$ cat config.mk
export PLATFORM = sky130hd
export DESIGN_NAME = vpw_rx
export DESIGN_NICKNAME = d
export VERILOG_FILES = /design/src/rtl/vpw_rx_pkg.sv /design/src/rtl/vpw_rx_filter.sv /design/src/rtl/vpw_rx_classify.sv /design/src/rtl/vpw_rx_deframe.sv /design/src/rtl/vpw_rx.sv
export SDC_FILE = /design/constraint.sdc
export NUM_CORES = 1
export LEC_CHECK = 0
export CORE_UTILIZATION = 45
export CTS_CLUSTER_DIAMETER = 120
export DETAILED_ROUTE_END_ITERATION = 6
export GPL_ROUTABILITY_DRIVEN = 0
export PLACE_DENSITY = 0.65
export SKIP_LAST_GASP = 1
export SLEW_MARGIN = 40
export SYNTH_ARGS = -nofsm -noshare
export SYNTH_HDL_FRONTEND = slang
export SYNTH_SLANG_ARGS = --single-unit
$ cat constraint.sdc
create_clock -name clk -period 1.71 [get_ports clk]
set_input_delay 0.513 -clock clk [delete_from_list [all_inputs] [get_ports clk]]
set_output_delay 0.513 -clock clk [all_outputs]
set_load 0.05 [all_outputs]
$ cat src/rtl/vpw_rx_pkg.sv
package vpw_rx_pkg;

  typedef enum logic [2:0] {
    SYM_NONE = 3'd0,
    SYM_SOF  = 3'd1,
    SYM_BIT  = 3'd2,
    SYM_EOD  = 3'd3,
    SYM_INV  = 3'd4
  } sym_kind_e;

  typedef struct packed {
    sym_kind_e kind;
    logic      bit_val;
  } sym_t;

  localparam logic [7:0] CRC_SEED    = 8'hFF;
  localparam logic [7:0] CRC_POLY    = 8'h1D;
  localparam logic [7:0] CRC_RESIDUE = 8'hC4;

  // One byte through the CRC-8 register, most significant bit first.
  function automatic logic [7:0] crc8_byte(input logic [7:0] crc, input logic [7:0] data);
    logic [7:0] r;
    r = crc ^ data;
    for (int i = 0; i < 8; i++) begin
      if (r[7]) r = {r[6:0], 1'b0} ^ CRC_POLY;
      else      r = {r[6:0], 1'b0};
    end
    return r;
  endfunction

endpackage

$ cat src/rtl/vpw_rx_filter.sv
module vpw_rx_filter #(
  parameter int FILT_LEN = 16
) (
  input  logic clk,
  input  logic rst_n,
  input  logic rx_in,
  output logic flt_o
);
  localparam int CW = $clog2(FILT_LEN);
  localparam logic [CW-1:0] CNT_TOP = CW'(FILT_LEN - 1);

  logic [CW-1:0] cnt;
  logic          disagree;
  logic          flip;

  assign disagree = (rx_in != flt_o);
  assign flip     = disagree && (cnt == CNT_TOP);

  // Integrator: climbs while the input disagrees, decays while it agrees.
  always_ff @(posedge clk or negedge rst_n) begin
    if (!rst_n) begin
      cnt   <= '0;
      flt_o <= 1'b0;
    end else if (flip) begin
      cnt   <= '0;
      flt_o <= rx_in;
    end else if (disagree) begin
      cnt   <= cnt + 1'b1;
    end else if (cnt != '0) begin
      cnt   <= cnt - 1'b1;
    end
  end

  AST_FLIP_FOLLOWS_INPUT: assert property (@(posedge clk) disable iff (!rst_n)
    (flt_o != $past(flt_o)) |-> (flt_o == $past(rx_in)));

endmodule

$ cat src/rtl/vpw_rx_classify.sv
module vpw_rx_classify
  import vpw_rx_pkg::*;
#(
  parameter int SHORT_NOM = 67,
  parameter int LONG_NOM  = 134,
  parameter int SOF_NOM   = 210
) (
  input  logic clk,
  input  logic rst_n,
  input  logic flt,
  output sym_t sym_o
);
  localparam int SHORT_MIN = SHORT_NOM / 2;
  localparam int SL_BND    = (SHORT_NOM + LONG_NOM) / 2;
  localparam int LS_BND    = (LONG_NOM + SOF_NOM) / 2;
  localparam int SOF_MAX   = SOF_NOM + (SOF_NOM - LONG_NOM) / 2;
  localparam int EOD_MIN   = LS_BND;
  localparam int WW        = $clog2(SOF_MAX + 2);

  logic          flt_q;
  logic [WW-1:0] wcnt;
  logic          pulse_end;
  logic          eod_hit;
  sym_t          sym_next;

  assign pulse_end = flt ^ flt_q;
  assign eod_hit   = !flt_q && (wcnt == WW'(EOD_MIN));

  // Width of a finished interval to symbol.
  function automatic sym_t judge(input logic lvl, input logic [WW-1:0] w);
    sym_t s;
    int   wi;
    wi        = int'(w);
    s.kind    = SYM_INV;
    s.bit_val = 1'b0;
    if (wi < SHORT_MIN) begin
      s.kind = SYM_INV;
    end else if (wi < SL_BND) begin
      s.kind    = SYM_BIT;
      s.bit_val = !lvl;
    end else if (wi < LS_BND) begin
      s.kind    = SYM_BIT;
      s.bit_val = lvl;
    end else if (lvl) begin
      s.kind = (wi <= SOF_MAX) ? SYM_SOF : SYM_INV;
    end else begin
      s.kind = SYM_NONE;
    end
    return s;
  endfunction

  always_comb begin
    sym_next.kind    = SYM_NONE;
    sym_next.bit_val = 1'b0;
    if (eod_hit)        sym_next.kind = SYM_EOD;
    else if (pulse_end) sym_next = judge(flt_q, wcnt);
  end

  always_ff @(posedge clk or negedge rst_n) begin
    if (!rst_n) begin
      flt_q <= 1'b0;
      wcnt  <= '0;
      sym_o <= '0;
    end else begin
      flt_q <= flt;
      if (pulse_end)      wcnt <= WW'(1);
      else if (wcnt != '1) wcnt <= wcnt + 1'b1;
      sym_o <= sym_next;
    end
  end

  AST_EOD_AFTER_PASSIVE: assert property (@(posedge clk) disable iff (!rst_n)
    (sym_o.kind == SYM_EOD) |-> !$past(flt_q));
  AST_SOF_FROM_ACTIVE: assert property (@(posedge clk) disable iff (!rst_n)
    (sym_o.kind == SYM_SOF) |-> ($past(flt_q) && !$past(flt)));
  AST_BIT_AT_EDGE: assert property (@(posedge clk) disable iff (!rst_n)
    (sym_o.kind == SYM_BIT) |-> ($past(flt) != $past(flt_q)));

endmodule

$ cat src/rtl/vpw_rx_deframe.sv
module vpw_rx_deframe
  import vpw_rx_pkg::*;
#(
  parameter int MAX_BYTES = 12
) (
  input  logic       clk,
  input  logic       rst_n,
  input  sym_t       sym_i,
  output logic       byte_valid_o,
  output logic [7:0] byte_data_o,
  output logic       frame_done_o,
  output logic       crc_err_o,
  output logic       sym_err_o,
  output logic       frame_err_o
);
  localparam int BW = $clog2(MAX_BYTES + 1);
  localparam logic [BW-1:0] BYTE_CAP  = BW'(MAX_BYTES);
  localparam logic [BW-1:0] MIN_BYTES = BW'(2);

  logic          in_frame;
  logic [7:0]    shreg;
  logic [2:0]    bitcnt;
  logic [BW-1:0] bytecnt;
  logic [7:0]    crc;
  logic [7:0]    next_byte;
  logic          byte_full;

  assign next_byte = {shreg[6:0], sym_i.bit_val};
  assign byte_full = (bitcnt == 3'd7);

  always_ff @(posedge clk or negedge rst_n) begin
    if (!rst_n) begin
      in_frame     <= 1'b0;
      shreg        <= '0;
      bitcnt       <= '0;
      bytecnt      <= '0;
      crc          <= CRC_SEED;
      byte_valid_o <= 1'b0;
      byte_data_o  <= '0;
      frame_done_o <= 1'b0;
      crc_err_o    <= 1'b0;
      sym_err_o    <= 1'b0;
      frame_err_o  <= 1'b0;
    end else begin
      byte_valid_o <= 1'b0;
      frame_done_o <= 1'b0;
      crc_err_o    <= 1'b0;
      sym_err_o    <= 1'b0;
      frame_err_o  <= 1'b0;
      case (sym_i.kind)
        SYM_SOF: begin
          in_frame <= 1'b1;
          bitcnt   <= '0;
          bytecnt  <= '0;
          crc      <= CRC_SEED;
        end
        SYM_BIT: if (in_frame) begin
          shreg  <= next_byte;
          bitcnt <= bitcnt + 1'b1;
          if (byte_full) begin
            if (bytecnt == BYTE_CAP) begin
              frame_err_o <= 1'b1;
              in_frame    <= 1'b0;
            end else begin
              byte_valid_o <= 1'b1;
              byte_data_o  <= next_byte;
              crc          <= crc8_byte(crc, next_byte);
              bytecnt      <= bytecnt + 1'b1;
            end
          end
        end
        SYM_EOD: if (in_frame) begin
          in_frame <= 1'b0;
          if (bitcnt != '0 || bytecnt < MIN_BYTES) begin
            frame_err_o <= 1'b1;
          end else begin
            frame_done_o <= 1'b1;
            crc_err_o    <= (crc != CRC_RESIDUE);
          end
        end
        SYM_INV: begin
          sym_err_o <= 1'b1;
          in_frame  <= 1'b0;
        end
        default: ;
      endcase
    end
  end

  AST_BYTE_CAP: assert property (@(posedge clk) disable iff (!rst_n)
    bytecnt <= BYTE_CAP);
  AST_CRC_WITH_DONE: assert property (@(posedge clk) disable iff (!rst_n)
    crc_err_o |-> frame_done_o);
  AST_DONE_ALONE: assert property (@(posedge clk) disable iff (!rst_n)
    frame_done_o |-> (!frame_err_o && !sym_err_o));
  AST_BYTE_NEEDS_FRAME: assert property (@(posedge clk) disable iff (!rst_n)
    byte_valid_o |-> $past(in_frame));
  AST_SYMERR_ABORTS: assert property (@(posedge clk) disable iff (!rst_n)
    sym_err_o |-> !in_frame);

endmodule

$ cat src/rtl/vpw_rx.sv
module vpw_rx
  import vpw_rx_pkg::*;
#(
  parameter int FILT_LEN  = 16,
  parameter int SHORT_NOM = 67,
  parameter int LONG_NOM  = 134,
  parameter int SOF_NOM   = 210,
  parameter int MAX_BYTES = 12
) (
  input  logic       clk,
  input  logic       rst_n,
  input  logic       rx_in,
  output logic       rx_filt,
  output logic       byte_valid,
  output logic [7:0] byte_data,
  output logic       frame_done,
  output logic       crc_err,
  output logic       sym_err,
  output logic       frame_err
);
  sym_t sym;

  vpw_rx_filter #(.FILT_LEN(FILT_LEN)) u_filter (
    .clk   (clk),
    .rst_n (rst_n),
    .rx_in (rx_in),
    .flt_o (rx_filt)
  );

  vpw_rx_classify #(
    .SHORT_NOM (SHORT_NOM),
    .LONG_NOM  (LONG_NOM),
    .SOF_NOM   (SOF_NOM)
  ) u_classify (
    .clk   (clk),
    .rst_n (rst_n),
    .flt   (rx_filt),
    .sym_o (sym)
  );

  vpw_rx_deframe #(.MAX_BYTES(MAX_BYTES)) u_deframe (
    .clk          (clk),
    .rst_n        (rst_n),
    .sym_i        (sym),
    .byte_valid_o (byte_valid),
    .byte_data_o  (byte_data),
    .frame_done_o (frame_done),
    .crc_err_o    (crc_err),
    .sym_err_o    (sym_err),
    .frame_err_o  (frame_err)
  );

  AST_EVENTS_NEED_RESET_EXIT: assert property (@(posedge clk) disable iff (!rst_n)
    $past(!rst_n) |-> !(byte_valid || frame_done || sym_err || frame_err));

endmodule

==> reports/results.ini <==
[pwr]
switching_share=0.3352
p_leak_nw=1.616
ir_worst_vdd_mv=1.113
p_per_area_nw_per_um2=982.9
p_seq_frac=0.432
internal_power_mw=2.370
power_frac_comb=0.371
clkPwrFrac=0.197
p_sw_mw=1.195

[logic_synthesis]
synth_area_leaders=dfrtp_1 41%, dfstp_2 7.5%, xnor2_1 5.3%
synth_flop_cell=dfrtp_1
synth_seq_cells=54
postSynthCellCount=260
ys_async_sr_fraction=1.000
syn_area_sq_um=2795
ys_warn_count=0
synth_top_area_cell=dfrtp_1
yosysSeqAreaShare=0.4870
synth_top_cell_area_share=0.4118
synth.distinct_cells=49
synth_edf_count=0
syn_area_per_cell_sq_um=10.75
syn_nets=274

[global_routing]
grt_pass1_wl_mm=8.990
grt_pass1_vias=1979
gr-total-overflow=0
grt_max_degree=55
antenna_found_initial=0
grtUsageTotal=0.1797

[route]
drt_wl_total_mm=5.343
wire_per_inst_um=13.99
drt_first_pass_iters=5
drtAntennaViolNets=0
vias=2016
viasPerCell=5.277
drtIter0Drc=48
drc=0

[floorplanning]
fp.dieArea_sq_um=6531
design.core.area_sq_um=5956
dieWidth_um=80.82
start_util=0.4693
die_height_um=80.82
io_pins=17
row_count=28

[sta]
fin_crit_sh=0.9900
hold_viol=0
slew_headroom=0.6307
setup_viol=0
max_freq_ghz=0.5907
slew_violations=0
setup_ws_ns=0.01703
fin_crit_ns=1.693
worst_pin_slew_ns=0.5497
fin_skew_ns=0.005740
rsz0062_at_grt=yes

[critical_path]
rr_worst_depth=6
crit_chain=inv_2, ha_4, or4b_4, a211oi_4, buf_4, nor3_2
crit_slowest_cell=or4b_4
r2r_end=u_classify.sym_o[0]
arrival_ns=1.89
crit_path_start=u_classify.wcnt[1]
r2r-start=u_classify.wcnt[1]
timing.critical_path.from_type=flip-flop
r2r_slack_ns=0.02
crit_type=flip-flop to flip-flop
required_ns=1.90
cpPeakStageDelay_ns=0.47
cp-end-kind=flip-flop
path_max_fanout=4

[finish]
diodes=0
n_fill_cell=489
drive_above_1_share=0.3127
mostFrequentLayoutCells=45 x dfrtp_1, 36 x nand2_1, 25 x buf_4
final_common_cell=dfrtp_1
seqCellArea_sq_um=1363
area.growth.synth_to_final_pct=29.77
final_core_util=0.6090
num-nets-final=320
multi_input_area_sq_um=1469

[clocking]
path_clk_slew_ns=0.10
clock_path_buffers=2
clock-root-buffer=clkbuf_8
cts_tree=yes
clock_sinks=54
clk_latency_ns=0.30
ctsHoldBuffers=0
htreeDepth=2
numCtsBuffers=5

[flow_run]
drv_cap=0

[run_status]
outcome=completed

[placed_design]
pre_cts_slack_ns=-0.5234
io_buffers=16
hpwl_mm=3.838

[min_path]
worstHoldPathType=input pin to asynchronous set/reset pin

-- cell usage after synthesis, types with 3 or more instances --
master,number
ha_1,10
or3_1,3
nor3_1,7
o21ai_0,10
nor2b_1,4
o31ai_1,4
and2_1,3
nand2b_1,4
a2bb2oi_1,5
dfstp_2,8
mux2_2,8
xor2_1,7
nor2_1,10
nand2_1,36
nand3_1,5
dfrtp_1,46
a21oi_1,6
clkbuf_1,4
and3_1,5
a31oi_1,6
nand4_1,3
inv_1,15
xnor2_1,17
-- layout make-up --
type	instances	share of cell area
multi-input cells	184	0.4050
flip-flops and latches	54	0.3756
repair buffers	46	0.1532
well taps	75	0.02587
clock buffers	5	0.01897
inverters	15	0.01552
clock inverters	3	0.005864
-- through the flow --
step	power (mW)	hold slack (ns)	area [sq um]	instances	TNS [ns]
after floorplan	2.303	0.2174	2814	260	0
after global placement	2.710	0.5116	3372	368	-1.339
after detailed placement	2.776	0.5180	3372	368	-1.566
after CTS	3.499	0.1913	3480	377	0
after global routing	3.813	0.2012	3627	382	-0.08297
final	3.565	0.1905	3627	382	0
-- how the worst max path moves through the flow --
stage	end	slack, ns	depth (start not counted)
floorplan	u_filter.cnt[3]	0.003	7
global placement	u_filter.cnt[3]	-0.47	8
detailed placement	u_filter.cnt[3]	-0.52	8
CTS	u_classify.sym_o[3]	0.003	6
global route	u_classify.sym_o[0]	-0.04	6
finish	u_classify.sym_o[0]	0.02	6
-- layer usage --
metal,wire length [um],up-vias,track usage
met5,0,-,0
met4,27,0,0.04286
met3,129,2,0.03258
met2,2566,19,0.3025
met1,2619,1000,0.2401
li1,-,995,-
-- cells by family after synthesis --
logic type | synth area share
AND/OR/NAND/NOR | 0.1625
XOR/XNOR | 0.1155
flip-flops | 0.4870
multiplexers | 0.03581
AO/OA/AOI/OAI | 0.1142
buffers and inverters | 0.03312
adder cells (fa/ha/maj) | 0.05193
-- worst max-delay path, delay by kind of cell (launching register included) --
| kind | cells | cell delay [ns] |
|---|---|---|
| AOI/OAI and AO/OA | 1 | 0.31 |
| adders and majority gates | 1 | 0.13 |
| buffers and inverters | 2 | 0.24 |
| DFF | 1 | 0.40 |
| and+or+nand+nor | 2 | 0.50 |
-- power groups by stage --
| stage | Sequential [mW] | Combinational, mW | Clock [mW] |
|---|---|---|---|
| 3_3_place_gp | 1.55 | 1.16 | 0 |
| 2_1_floorplan | 1.64 | 0.666 | 0 |
| 3_5_place_dp | 1.56 | 1.22 | 0 |
| 4_1_cts | 1.53 | 1.24 | 0.729 |
| 5_1_grt | 1.56 | 1.47 | 0.775 |
| 6_report | 1.54 | 1.32 | 0.702 |
-- state kept, by name, indices dropped and copies added, names as in the netlist --
name / cells
u_filter.cnt: 4
u_deframe.sym_err_o: 1
u_deframe.in_frame: 1
u_filter.flt_o: 1
u_deframe.byte_valid_o: 1
u_deframe.shreg: 7
u_deframe.crc_err_o: 1
u_deframe.bytecnt: 4
u_classify.flt_q: 1
u_classify.wcnt: 8
u_classify.sym_o: 4
u_deframe.frame_done_o: 1
u_deframe.crc: 8
u_deframe.byte_data_o: 8
u_deframe.bitcnt: 3
u_deframe.frame_err_o: 1
-- repair_timing --
| item | CTS | global route |
|---|---|---|
| resized for setup | 2 | 27 |
| cloned | 0 | 0 |
| buffers inserted | 1 | 5 |
| pin swaps | 2 | 12 |
| endpoints found under the setup margin | 10 | 16 |
Power figures use the tool's default switching activity.
